`src/rtl/uart_flow_pkg.sv`:
```
package uart_flow_pkg;
    localparam int THR_W       = 4;
    localparam int CTRL_W      = 13;
    localparam int BIT_AUTO    = 12;
    localparam int BIT_CTSGATE = 11;
    localparam int BIT_SWRTS   = 9;
    localparam int BIT_RXOFF   = 8;
    localparam int BIT_TXOFF   = 7;
    localparam int BIT_THR_LO  = 1;
    localparam int BIT_BRK     = 0;

    typedef struct packed {
        logic             auto_rts;
        logic             cts_gate;
        logic             sw_rts_off;
        logic             rx_off;
        logic             tx_off;
        logic [THR_W-1:0] thr;
        logic             brk;
    } flow_cfg_t;

    typedef struct packed {
        logic rx_en;
        logic tx_en;
        logic brk;
    } line_ctl_t;

    function automatic flow_cfg_t decode_cfg(input logic [CTRL_W-1:0] w);
        flow_cfg_t c;
        c.auto_rts   = w[BIT_AUTO];
        c.cts_gate   = w[BIT_CTSGATE];
        c.sw_rts_off = w[BIT_SWRTS];
        c.rx_off     = w[BIT_RXOFF];
        c.tx_off     = w[BIT_TXOFF];
        c.thr        = w[BIT_THR_LO +: THR_W];
        c.brk        = w[BIT_BRK];
        return c;
    endfunction
endpackage

```
`src/rtl/flow_cts_sync.sv`:
```
module flow_cts_sync #(
    parameter int STAGES = 2
) (
    input  logic clk,
    input  logic rst,
    input  logic pin_n,
    input  logic chg_clr,
    output logic cts_off,
    output logic changed
);
    logic [STAGES-1:0] chain;
    logic              prev;

    generate
        if (STAGES == 1) begin : g_one
            always_ff @(posedge clk) begin
                if (rst) chain <= '1;
                else     chain <= pin_n;
            end
        end else begin : g_many
            always_ff @(posedge clk) begin
                if (rst) chain <= '1;
                else     chain <= {chain[STAGES-2:0], pin_n};
            end
        end
    endgenerate

    assign cts_off = chain[STAGES-1];

    always_ff @(posedge clk) begin
        if (rst) begin
            prev    <= 1'b1;
            changed <= 1'b0;
        end else begin
            prev <= cts_off;
            if (prev != cts_off) changed <= 1'b1;
            else if (chg_clr)    changed <= 1'b0;
        end
    end
endmodule

```
`src/rtl/flow_rts_ctrl.sv`:
```
module flow_rts_ctrl
    import uart_flow_pkg::*;
#(
    parameter int CNT_W = 5
) (
    input  logic             clk,
    input  logic             rst,
    input  logic             auto_rts,
    input  logic             sw_rts_off,
    input  logic [THR_W-1:0] thr,
    input  logic [CNT_W-1:0] rx_count,
    output logic             rts_n
);
    logic at_limit;
    assign at_limit = (rx_count >= CNT_W'(thr));

    always_ff @(posedge clk) begin
        if (rst) rts_n <= 1'b1;
        else     rts_n <= sw_rts_off | (auto_rts & at_limit);
    end
endmodule

```
`src/rtl/flow_tx_gate.sv`:
```
module flow_tx_gate
    import uart_flow_pkg::*;
(
    input  logic      clk,
    input  logic      rst,
    input  flow_cfg_t cfg,
    input  logic      cts_off,
    input  logic      char_done,
    input  logic      fifo_empty,
    input  logic      shift_idle,
    output logic      hold,
    output line_ctl_t line,
    output logic      all_idle
);
    always_ff @(posedge clk) begin
        if (rst) begin
            hold     <= 1'b0;
            line     <= '0;
            all_idle <= 1'b0;
        end else begin
            hold       <= cfg.cts_gate & cts_off & (hold | char_done);
            line.rx_en <= ~cfg.rx_off;
            line.tx_en <= ~cfg.tx_off;
            line.brk   <= cfg.brk;
            all_idle   <= fifo_empty & shift_idle;
        end
    end
endmodule

```
`src/rtl/uart_flow_ctrl.sv`:
```
module uart_flow_ctrl
    import uart_flow_pkg::*;
#(
    parameter int RX_CNT_W    = 5,
    parameter int SYNC_STAGES = 2
) (
    input  logic                clk,
    input  logic                rst,
    input  logic [CTRL_W-1:0]   ctrl,
    input  logic [RX_CNT_W-1:0] rx_count,
    input  logic                cts_n_pin,
    input  logic                cts_chg_clr,
    input  logic                tx_char_done,
    input  logic                tx_fifo_empty,
    input  logic                tx_shift_idle,
    output logic                rts_n,
    output logic                tx_hold,
    output logic                brk_force,
    output logic                rx_en,
    output logic                tx_en,
    output logic                cts_off,
    output logic                cts_changed,
    output logic                tx_all_idle
);
    flow_cfg_t cfg;
    line_ctl_t line;

    assign cfg = decode_cfg(ctrl);

    flow_cts_sync #(.STAGES(SYNC_STAGES)) u_sync (
        .clk(clk), .rst(rst), .pin_n(cts_n_pin), .chg_clr(cts_chg_clr),
        .cts_off(cts_off), .changed(cts_changed)
    );

    flow_rts_ctrl #(.CNT_W(RX_CNT_W)) u_rts (
        .clk(clk), .rst(rst), .auto_rts(cfg.auto_rts),
        .sw_rts_off(cfg.sw_rts_off), .thr(cfg.thr),
        .rx_count(rx_count), .rts_n(rts_n)
    );

    flow_tx_gate u_gate (
        .clk(clk), .rst(rst), .cfg(cfg), .cts_off(cts_off),
        .char_done(tx_char_done), .fifo_empty(tx_fifo_empty),
        .shift_idle(tx_shift_idle), .hold(tx_hold), .line(line),
        .all_idle(tx_all_idle)
    );

    assign rx_en     = line.rx_en;
    assign tx_en     = line.tx_en;
    assign brk_force = line.brk;
endmodule

```
`config.mk`:
```
export PLATFORM = sky130hd
export DESIGN_NAME = uart_flow_ctrl
export DESIGN_NICKNAME = d
export VERILOG_FILES = /design/src/rtl/uart_flow_pkg.sv /design/src/rtl/flow_cts_sync.sv /design/src/rtl/flow_rts_ctrl.sv /design/src/rtl/flow_tx_gate.sv /design/src/rtl/uart_flow_ctrl.sv
export SDC_FILE = /design/constraint.sdc
export NUM_CORES = 1
export LEC_CHECK = 0
export CORE_AREA = 2 2 39 41
export DETAILED_ROUTE_END_ITERATION = 8
export DIE_AREA = 0 0 41 43
export GPL_ROUTABILITY_DRIVEN = 0
export PLACE_DENSITY = 0.75
export SYNTH_ARGS = -nofsm -noshare
export SYNTH_HDL_FRONTEND = slang
export SYNTH_SLANG_ARGS = --single-unit
```
`constraint.sdc`:
```
create_clock -name clk -period 2.17 [get_ports clk]
set_clock_uncertainty 0.2 [all_clocks]
set_input_delay 0.5425 -clock clk [delete_from_list [all_inputs] [get_ports clk]]
set_output_delay 0.5425 -clock clk [all_outputs]
set_load 0.005 [all_outputs]
```
==> impl_metrics.yaml <==
status:
  run_status: "finished, final reports clean"
power_and_ir_drop:
  combPwrFrac_pct: 18.0
  power_frac_clock_pct: 37.5
  power_leakage_nw: 0.3109
  power.switching_uw: 88.02
  worst_ir_drop_vdd_v: 0.0003112
  power_report.internal_total_uw: 351.4
  sequentialPowerShare_pct: 44.5
  switch_share_pct: 20.03
  power-per-cell-area_nw_per_um2: 598.3
  post-layout-total-power_uw: 439.4
floorplan:
  core_area_um2: 1384
  core.rowCount: 14
  io_pins: 33
  initial_core_util_pct: 28.39
  die-area_um2: 1763
  die_y_um: 43
  die_width_um: 41
yosys:
  synthTopCellsByArea: "dfxtp_1 51%, ha_1 13%, inv_1 4.8%, nor2_1 4.8%, or2_2 4.8%"
  yosys_warnings: 0
  synthesis.area_per_instance_um2: 9.822
  syn-cell-area_um2: 392.9
  yosys.area.top_type: "dfxtp_1"
  ys_ff_latch: 10
  yosys.cell_types.count: 15
  synth_seq_area_share_pct: 50.96
  post-synth-top-area-fraction_pct: 50.96
  synth_cells: 40
  synthesis.nets: 69
routing:
  drt-total-wl_um: 799
  drtIter0Drc: 0
  drt-wirelength-per-cell_um: 9.080
  avgViaCountPerCell: 4.205
  vias: 370
  ant_nets: 0
  remaining_drc_errors: 0
  detailedRoute.firstPassIterationCount: 1
sta:
  setup_viol: 0
  achievable-frequency_ghz: 0.5268
  period_share_pct: 87.48
  holdWs_ps: 210.9
  rsz0062_at_grt: "false"
  setup_tns_ps: 0
  tightestPinTransition_ps: 301.7
  timing.final.hold_violations: 0
  final.min_clock_period_ps: 1898
  timing_max_transition_violations_final: 0
  maxSlewHeadroom_pct: 79.82
global_routing:
  global_route_wire_length_before_repair_um: 1359
  grt_start_max_net_pins: 11
  grt_antenna_before_repair: 0
  grt.overflow.total: 0
  first_global_vias: 379
  grtUsageTotal_pct: 11.81
place:
  total_placed_cells_including_tap_cells: 84
  port_buffers: 29
  detailed_place_hpwl_um: 676.9
  area_after_dpl_um2: 698.2
clock_network:
  cts_tree: "built"
  clk_latency_ps: 260
  cts_root_buffer: "clkbuf_4"
  post_cts.repair.setup_buffers: 0
  cts.repair.resized: 0
  cts.clk_slew.worst_paths_ps: 70
  cts-root-to-sink-buffers: 2
  cts-buffers-inserted: 3
  cts_hold_buf: 0
  htreeDepth: 1
  cts.sinks: 10
critical_path:
  crit_start: "u_sync.chain[1]"
  worst_setup_path_start_kind: "register"
  crit_chain: "clkdlybuf4s50_1"
  critical_path_peak_fanout: 4
  required_time_worst_endpoint_ps: 1430
  reg2reg_slack_ps: 1230
  cpMaxStageDelayCell: "clkdlybuf4s50_1"
  crit-reg2reg-capture: "u_sync.prev"
  critPathCaptureType: "primary output"
  cp.arrival_ps: 1160
  worstReg2RegStart: "u_sync.chain[1]"
  worst-path-buf-inv: 1
  max_stage_delay_ps: 520
  cell_depth_of_the_worst_flop_to_flop_path: 1
  largest_delay_contributor_family_on_the_critical_path: "buffers and inverters"
  critPathKind: "register to primary output"
layout:
  layout-drive-gt1-share_pct: 11.11
  final_nets: 102
  stdcell_count: 88
  synthToLayoutAreaGrowth_pct: 86.94
  design_area_um2: 734.5
  n_antenna_cell: 0
  layout_commonest_cell: "clkdlybuf4s50_1"
  most-common-layout-cells: "29 x clkdlybuf4s50_1, 10 x dfxtp_1, 5 x inv_1, 5 x nor2_1, 4 x ha_1"
min_path:
  worst_hold_check_path_type: "register to register"
  min_path_cells: 1
  holdPathEnd: "u_sync.chain[1]"
  hp-start: "u_sync.chain[0]"
flow_run:
  max_cap_viol_count: 0
[final cells by class]
type                            instances  area (um2)
Multi-Input combinational cell         24       168.9
Inverter                                5       18.77
Tap cell                               16       20.02
Clock buffer                            4       36.28
Sequential cell                        10       200.2
Fill cell                             137       649.4
Timing Repair Buffer                   29       290.3
[cell families (layout without fill, tap and decap cells)]
kind of cell	Yosys count	after routing	share of synthesized area, %
simple gates	14	14	16.88
flops	10	10	50.95
buf+inv	6	38	6.050
compound gates	5	5	11.15
fa+ha+maj	4	4	12.74
xor+xnor	1	1	2.230
[worst max-delay path by stage]
| stage | to | slack (ps) | cells after the start |
|---|---|---|---|
| 2_1_floorplan | u_rts.rts_n | 590 | 4 |
| 3_3_place_gp | u_rts.rts_n | 80 | 5 |
| 3_5_place_dp | u_rts.rts_n | 50 | 5 |
| 4_1_cts | cts_off | 250 | 1 |
| 5_1_grt | cts_off | 200 | 1 |
| 6_report | cts_off | 270 | 1 |
[per-layer routing]
metal | up-vias | share of wire, % | global-route usage [%]
li1 | 194 | - | -
met1 | 162 | 37 | 10.78
met2 | 14 | 56 | 19.69
met3 | 0 | 7.0 | 4.712
met4 | 0 | 0 | 8.000
met5 | - | 0 | 0
[synth_stat cells]
library cell,n
o221ai_1,1
nor3_1,1
a311oi_1,1
buf_2,1
or2_2,3
nor2_1,5
xnor2_1,1
dfxtp_1,10
inv_1,5
ha_1,4
nor2b_1,1
nand2b_1,1
nand2_1,3
a21oi_1,2
o41ai_2,1
[state kept, by name (all words and copies together), names as in the netlist]
name,flops
u_gate.all_idle,1
u_gate.hold,1
u_gate.line,3
u_rts.rts_n,1
u_sync.chain,2
u_sync.changed,1
u_sync.prev,1
[power by group through the flow]
stage / clock network (mW) / logic (mW) / registers [mW]
6_report: 0.165 / 0.0791 / 0.195
5_1_grt: 0.180 / 0.0881 / 0.197
4_1_cts: 0.172 / 0.0804 / 0.195
3_5_place_dp: 0 / 0.0802 / 0.200
3_3_place_gp: 0 / 0.0781 / 0.200
2_1_floorplan: 0 / 0.0229 / 0.201
[through the flow]
step / setup WS (ps) / utilization [%]
5_1_grt: 200.5 / 53.07
4_1_cts: 251.5 / 53.07
6_report: 271.6 / 53.07
3_3_place_gp: 75.00 / 50.45
3_5_place_dp: 47.04 / 50.45
2_1_floorplan: 594.5 / -
Note: power is estimated with default switching activity, not from simulation.
